`config.mk`:
```
export PLATFORM = sky130hd
export DESIGN_NAME = csma_backoff_ctrl
export DESIGN_NICKNAME = d
export VERILOG_FILES = /design/src/rtl/csma_pkg.sv /design/src/rtl/csma_carrier_sense.sv /design/src/rtl/csma_backoff_rng.sv /design/src/rtl/csma_backoff_timer.sv /design/src/rtl/csma_backoff_ctrl.sv
export SDC_FILE = /design/constraint.sdc
export NUM_CORES = 1
export LEC_CHECK = 0
export BUFFER_PORTS_ARGS = -buffer_cell sky130_fd_sc_hd__clkbuf_2
export CAP_MARGIN = 10
export CORE_AREA = 2 2 81 83
export DETAILED_ROUTE_END_ITERATION = 12
export DIE_AREA = 0 0 83 85
export GPL_TIMING_DRIVEN = 0
export PLACE_DENSITY = 0.71
export SLEW_MARGIN = 20
export SYNTH_ARGS = -nofsm -noshare
export SYNTH_HDL_FRONTEND = slang
export SYNTH_HIERARCHICAL = 1
export SYNTH_SLANG_ARGS = --single-unit
export TNS_END_PERCENT = 5
```
`constraint.sdc`:
```
create_clock -name clk -period 3.1 [get_ports clk]
set_input_delay 0.62 -clock clk [delete_from_list [all_inputs] [get_ports clk]]
set_output_delay 0.62 -clock clk [all_outputs]
set_load 0.1 [all_outputs]
```
`src/rtl/csma_pkg.sv`:
```
package csma_pkg;
   typedef enum logic [1:0] {
      ST_WAIT = 2'd0,
      ST_SEND = 2'd1,
      ST_HOLD = 2'd2
   } csma_state_e;
endpackage

```
`src/rtl/csma_carrier_sense.sv`:
```
module csma_carrier_sense #(
   parameter int unsigned IDLE_BITS = 11
) (
   input  logic clk,
   input  logic rst_n,
   input  logic bit_tick,
   input  logic rx_bit,
   input  logic own_tx,
   output logic line_idle
);
   localparam int unsigned CW = $clog2(IDLE_BITS + 1);
   localparam logic [CW-1:0] LIMIT = CW'(IDLE_BITS);

   if (IDLE_BITS < 1) begin : g_bad_idle
      $error("IDLE_BITS must be at least 1");
   end

   logic [CW-1:0] mark_run;

   always_ff @(posedge clk or negedge rst_n) begin
      if (!rst_n) begin
         mark_run <= '0;
      end else if (own_tx) begin
         mark_run <= '0;
      end else if (bit_tick) begin
         if (!rx_bit)
            mark_run <= '0;
         else if (mark_run != LIMIT)
            mark_run <= mark_run + 1'b1;
      end
   end

   assign line_idle = (mark_run == LIMIT);

   // a sampled Space leaves the line busy on the next cycle
   a_r3_space_clears_idle: assert property (@(posedge clk) disable iff (!rst_n)
      (bit_tick && !rx_bit) |=> !line_idle);

   // the idle flag only appears right after a Mark tick
   a_r2_idle_after_mark: assert property (@(posedge clk) disable iff (!rst_n)
      $rose(line_idle) |-> $past(bit_tick && rx_bit && !own_tx));
endmodule

```
`src/rtl/csma_backoff_rng.sv`:
```
module csma_backoff_rng #(
   parameter int unsigned SEED_W  = 16,
   parameter int unsigned EXP_MAX = 8
) (
   input  logic               clk,
   input  logic               rst_n,
   input  logic               seed_now,
   output logic [EXP_MAX-1:0] rnd
);
   if (EXP_MAX < 1 || EXP_MAX > SEED_W) begin : g_bad_exp
      $error("EXP_MAX must lie in 1..SEED_W");
   end

   logic [SEED_W-1:0] uptime;
   logic [SEED_W-1:0] lfsr;
   logic [SEED_W-1:0] seed_val;
   logic              fb;

   if (SEED_W == 16) begin : g_taps16
      assign fb = lfsr[15] ^ lfsr[14] ^ lfsr[12] ^ lfsr[3];
   end else if (SEED_W == 8) begin : g_taps8
      assign fb = lfsr[7] ^ lfsr[5] ^ lfsr[4] ^ lfsr[3];
   end else if (SEED_W == 32) begin : g_taps32
      assign fb = lfsr[31] ^ lfsr[21] ^ lfsr[1] ^ lfsr[0];
   end else begin : g_bad_width
      $error("SEED_W must be 8, 16 or 32");
      assign fb = 1'b0;
   end

   assign seed_val = (uptime == '0) ? SEED_W'(1) : uptime;

   always_ff @(posedge clk or negedge rst_n) begin
      if (!rst_n) begin
         uptime <= '0;
         lfsr   <= SEED_W'(1);
      end else begin
         uptime <= uptime + 1'b1;
         if (seed_now)
            lfsr <= seed_val;
         else
            lfsr <= {lfsr[SEED_W-2:0], fb};
      end
   end

   assign rnd = seed_now ? seed_val[EXP_MAX-1:0] : lfsr[EXP_MAX-1:0];

   // the generator never locks up in the all-zero state
   a_r6_lfsr_alive: assert property (@(posedge clk) disable iff (!rst_n)
      lfsr != '0);
endmodule

```
`src/rtl/csma_backoff_timer.sv`:
```
module csma_backoff_timer #(
   parameter int unsigned SLOT_BITS = 12,
   parameter int unsigned EXP_MAX   = 8
) (
   input  logic               clk,
   input  logic               rst_n,
   input  logic               bit_tick,
   input  logic               start,
   input  logic [EXP_MAX-1:0] slots_in,
   output logic               busy
);
   localparam int unsigned BW = $clog2(SLOT_BITS + 1);
   localparam logic [BW-1:0] SLOT_LEN = BW'(SLOT_BITS);

   if (SLOT_BITS < 1) begin : g_bad_slot
      $error("SLOT_BITS must be at least 1");
   end

   logic [EXP_MAX-1:0] slot_left;
   logic [BW-1:0]      bit_left;

   always_ff @(posedge clk or negedge rst_n) begin
      if (!rst_n) begin
         slot_left <= '0;
         bit_left  <= SLOT_LEN;
      end else if (start) begin
         slot_left <= slots_in;
         bit_left  <= SLOT_LEN;
      end else if (slot_left != '0 && bit_tick) begin
         if (bit_left == BW'(1)) begin
            bit_left  <= SLOT_LEN;
            slot_left <= slot_left - 1'b1;
         end else begin
            bit_left <= bit_left - 1'b1;
         end
      end
   end

   assign busy = (slot_left != '0);

   // a wait can only end on a bit tick, never between ticks
   a_r6_ends_on_tick: assert property (@(posedge clk) disable iff (!rst_n)
      ($fell(busy) && !$past(start)) |-> $past(bit_tick));
endmodule

```
`src/rtl/csma_backoff_ctrl.sv`:
```
module csma_backoff_ctrl #(
   parameter int unsigned IDLE_BITS = 11,
   parameter int unsigned SLOT_BITS = 12,
   parameter int unsigned EXP_MAX   = 8,
   parameter int unsigned MAX_TRIES = 16,
   parameter int unsigned SEED_W    = 16
) (
   input  logic clk,
   input  logic rst_n,
   input  logic bit_tick,
   input  logic frm_req,
   input  logic frm_done,
   input  logic tx_bit,
   input  logic rx_bit,
   output logic frm_grant,
   output logic frm_abort,
   output logic frm_fail
);
   import csma_pkg::*;

   localparam int unsigned CNT_W = $clog2(MAX_TRIES + 1);
   localparam logic [CNT_W-1:0] LAST_TRY = CNT_W'(MAX_TRIES - 1);

   if (MAX_TRIES < 2) begin : g_bad_tries
      $error("MAX_TRIES must be at least 2");
   end

   csma_state_e        state;
   logic [CNT_W-1:0]   coll_cnt;
   logic [CNT_W-1:0]   new_cnt;
   logic [EXP_MAX-1:0] slot_mask;
   logic [EXP_MAX-1:0] rnd;
   logic               line_idle;
   logic               bo_busy;
   logic               collide;
   logic               last_try;
   logic               bo_start;
   logic               seed_now;
   logic               abort_q;
   logic               fail_q;

   assign collide  = (state == ST_SEND) && bit_tick && (rx_bit != tx_bit);
   assign last_try = (coll_cnt == LAST_TRY);
   assign new_cnt  = coll_cnt + 1'b1;
   assign bo_start = collide && !last_try;
   assign seed_now = collide && (coll_cnt == '0);

   for (genvar i = 0; i < int'(EXP_MAX); i++) begin : g_mask
      assign slot_mask[i] = (int'(new_cnt) > i);
   end

   csma_carrier_sense #(.IDLE_BITS(IDLE_BITS)) u_sense (
      .clk       (clk),
      .rst_n     (rst_n),
      .bit_tick  (bit_tick),
      .rx_bit    (rx_bit),
      .own_tx    (state == ST_SEND),
      .line_idle (line_idle)
   );

   csma_backoff_rng #(.SEED_W(SEED_W), .EXP_MAX(EXP_MAX)) u_rng (
      .clk      (clk),
      .rst_n    (rst_n),
      .seed_now (seed_now),
      .rnd      (rnd)
   );

   csma_backoff_timer #(.SLOT_BITS(SLOT_BITS), .EXP_MAX(EXP_MAX)) u_timer (
      .clk      (clk),
      .rst_n    (rst_n),
      .bit_tick (bit_tick),
      .start    (bo_start),
      .slots_in (rnd & slot_mask),
      .busy     (bo_busy)
   );

   always_ff @(posedge clk or negedge rst_n) begin
      if (!rst_n) begin
         state    <= ST_WAIT;
         coll_cnt <= '0;
         abort_q  <= 1'b0;
         fail_q   <= 1'b0;
      end else begin
         abort_q <= collide;
         fail_q  <= collide && last_try;
         unique case (state)
            ST_WAIT: if (frm_req && line_idle) state <= ST_SEND;
            ST_SEND: begin
               if (collide) begin
                  state    <= last_try ? ST_WAIT : ST_HOLD;
                  coll_cnt <= last_try ? '0 : new_cnt;
               end else if (frm_done) begin
                  state    <= ST_WAIT;
                  coll_cnt <= '0;
               end
            end
            ST_HOLD: if (!bo_busy) state <= ST_WAIT;
            default: state <= ST_WAIT;
         endcase
      end
   end

   assign frm_grant = (state == ST_SEND);
   assign frm_abort = abort_q;
   assign frm_fail  = fail_q;

   // an abort never overlaps a grant
   a_r4_abort_ends_grant: assert property (@(posedge clk) disable iff (!rst_n)
      frm_abort |-> !frm_grant);

   // a grant needs an idle line and a request on the cycle before
   a_r2_grant_after_idle: assert property (@(posedge clk) disable iff (!rst_n)
      $rose(frm_grant) |-> $past(line_idle && frm_req));

   // a failure is always reported together with its abort
   a_r8_fail_with_abort: assert property (@(posedge clk) disable iff (!rst_n)
      frm_fail |-> frm_abort);

   // the retry count stays below the limit
   a_r8_count_bounded: assert property (@(posedge clk) disable iff (!rst_n)
      coll_cnt < CNT_W'(MAX_TRIES));

   // a finished frame releases the bus on the next cycle
   a_r7_done_ends_grant: assert property (@(posedge clk) disable iff (!rst_n)
      (frm_grant && frm_done && !collide) |=> (!frm_grant && coll_cnt == '0));
endmodule

```
==> flow_metrics.env <==
export IMPL_clk_pin_slew_ns=0.07
export IMPL_synth_edf_count=0
export IMPL_yosysWarnings=6
export IMPL_num_io_pins=10
export IMPL_clock_fmax_mhz=362
export IMPL_fin_skew_ns=0.00902
export IMPL_htreeDepth=3
export IMPL_drt_total_wl_um=5890
export IMPL_maxSlewHeadroom_pct=64.4
export IMPL_cts_root_buffer="clkbuf_8"
export IMPL_port_buffers=9
export IMPL_p_leak_uw=0.00167
export IMPL_insertion_delay_ns=0.33
export IMPL_startpoint_type="flip-flop"
export IMPL_hp_class="input port to asynchronous set/reset pin"
export IMPL_tritoncts="built"
export IMPL_crit_type="flip-flop to flip-flop"
export IMPL_dieArea_sq_um=7060
export IMPL_place_area_sq_um=3350
export IMPL_dr_pass1_iters=4
export IMPL_drc=0
export IMPL_nets=362
export IMPL_rsz0062_at_grt="false"
export IMPL_finalSetupViolCount=0
export IMPL_ys_types=57
export IMPL_drv_slew=0
export IMPL_synth_top_area_cell="dfrtp_1"
export IMPL_max_vdd_ir_drop_uv=532
export IMPL_period_share_pct=89.1
export IMPL_place_gp_congestion=0.758
export IMPL_synth_top_area_share_pct=42.5
export IMPL_ys_flop_type="dfrtp_1"
export IMPL_grt_max_degree=32
export IMPL_layout_common_cells="dfrtp_1, nand2_1, inv_1"
export IMPL_syn_area_sq_um=3180
export IMPL_final_util_pct=57.8
export IMPL_cts_sinks=57
export IMPL_synthArstFlopShare_pct=100
export IMPL_via_count=2343
export IMPL_powerDensity_nw_per_um2=733
export IMPL_vias_per_cell=5.54
export IMPL_ys_seq_area_share_pct=44.9
export IMPL_synth_seq_cells=57
export IMPL_initialDrtViolationCount=162
export IMPL_required_ns=3.31
export IMPL_cts_buffers=9
export IMPL_final_fill_count=519
export IMPL_grt_pass1_vias=2285
export IMPL_status="complete, no violations"
export IMPL_num_rows=29
export IMPL_wl_per_cell_um=13.9
export IMPL_synthCells=321
export IMPL_overflow=0
export IMPL_stdcell_area_sq_um=3590
export IMPL_grt_pass1_wl_um=10400
export IMPL_die_width_um=83
export IMPL_tightest_slew_ns=0.536
export IMPL_avgSynthCellArea_sq_um=9.91
export IMPL_timing_hold_ws_ns=0.242
export IMPL_antenna_cells=0
export IMPL_crit_arrival_ns=2.97
export IMPL_drtAntennaViolNets=0
export IMPL_endpoint_kind="flip-flop"
export IMPL_mostFrequentLayoutCell="dfrtp_1"
export IMPL_die_h_um=85
export IMPL_antenna_found_initial=0
export IMPL_crit_fanout=11
export IMPL_grtUsageTotal_pct=18.1
export IMPL_setup_tns_ns=0
export IMPL_synth_fp_nets=342
export IMPL_finalCriticalPeriod_ns=2.76
export IMPL_clockBufferDepth=2
export IMPL_yosys_top_cells_area="dfrtp_1, ha_1, nand2_1"
export IMPL_finalHoldViolCount=0
export IMPL_layout_drive_gt1_share_pct=15.9
export IMPL_start_util_pct=51.3
export IMPL_maxCapViolCount=0
export IMPL_areaGrowthSynthToFinish_pct=12.7
export IMPL_dp_hpwl_um=4220
export IMPL_core_area_sq_um=6200
export IMPL_hold_buffers=0
[critical path, stage by stage, from the launching register on]
cell and delay (ns):
dfrtp_1 0.50, ha_1 0.36, nand3_1 0.14, inv_1 0.05, ha_1 0.19, and4bb_2 0.34, nand2_1 0.13, inv_1 0.29
inv_1 0.21, nand3_1 0.12, nand2_1 0.05, a311o_1 0.26
[metal layers]
| metal | vias to the layer above | part of all wire [%] | GRT usage (%) |
|---|---|---|---|
| met5 | - | 0 | 0 |
| met4 | 0 | 1.2 | 7.60 |
| met2 | 20 | 46 | 28.2 |
| met3 | 8 | 1.9 | 3.21 |
| met1 | 1163 | 51 | 25.0 |
| li1 | 1152 | - | - |
[final timing paths]
kind | from | end | slack [ns] | cells past startpoint
worst max-delay path | coll_cnt[0] | u_timer/slot_left[7] | 0.34 | 11
worst min-delay path | rst_n | u_rng/lfsr[4] | 0.24 | 1
worst max register to register | coll_cnt[0] | u_timer/slot_left[7] | 0.34 | 11
worst min register to register | u_rng/lfsr[11] | u_rng/lfsr[12] | 0.48 | 1
max in group asynchronous | rst_n | coll_cnt[1] | 2.37 | 2
min in group clk | u_rng/lfsr[11] | u_rng/lfsr[12] | 0.48 | 1
[synthesized netlist by cell type, drive strengths merged (2+ instances only)]
master   number
a21oi         5
a311o         2
a31oi         5
and3          2
and4          2
and4bb        3
buf           6
clkbuf        5
dfrtp        54
dfstp         3
ha           14
inv          22
mux2          7
nand2        39
nand2b       13
nand3        16
nand3b        4
nand4         9
nor2         21
nor2b         6
nor3         10
nor4          3
nor4b         2
o21a          8
o21ai        10
o221ai        2
o2bb2ai       3
o311a         2
o32a          2
or3           4
xnor2        14
xor2          9
[cell type report]
type	instances	area (sq um)	area share, %
Clock inverter	5	103	2.86
Tap cell	77	96.3	2.69
Inverter	22	82.6	2.30
Clock buffer	11	141	3.94
Buffer	10	60.1	1.67
Multi-Input combinational cell	231	1610	44.8
Timing Repair Buffer	10	67.6	1.88
Sequential cell	57	1430	39.9
[report_power, final]
group          internal, uW  total, uW  switching [uW]  leakage [uW]
sequential              857        973             116      0.000711
combinational           366        805             439      0.000836
clock                   555        851             296      0.000120
total                  1780       2630             851       0.00167
[cells by family (layout without fill, tap and decap cells)]
kind of cell	count (synthesis)	count (layout)	share of synthesized area (%)
xor+xnor	23	23	6.33
compound gates	47	47	11.8
flops	57	57	44.9
fa+ha+maj	14	14	5.51
simple gates	140	140	24.3
buf+inv	33	58	4.60
mux	7	7	2.48
[timing repair]
action	CTS	global route
setup buffers	0	0
setup endpoints to repair	0	2
resized for setup	0	0
[sequential cells by signal, indices dropped and copies added (netlist names)]
name,count
u_timer/slot_left,8
u_timer/bit_left,4
frm_abort,1
u_rng/lfsr,16
state,2
u_sense/mark_run,4
frm_fail,1
u_rng/uptime,16
coll_cnt,5
[stage by stage]
stage          setup slack, ns  total power, uW  instances
6_report                 0.339             2630        423
4_1_cts                  0.143             2650        424
3_5_place_dp             0.101             1790        408
5_1_grt                  0.110             2790        423
3_3_place_gp             0.157             1760        407
2_1_floorplan            0.586             1600        321
No activity file was read; power rests on OpenSTA's default activity.
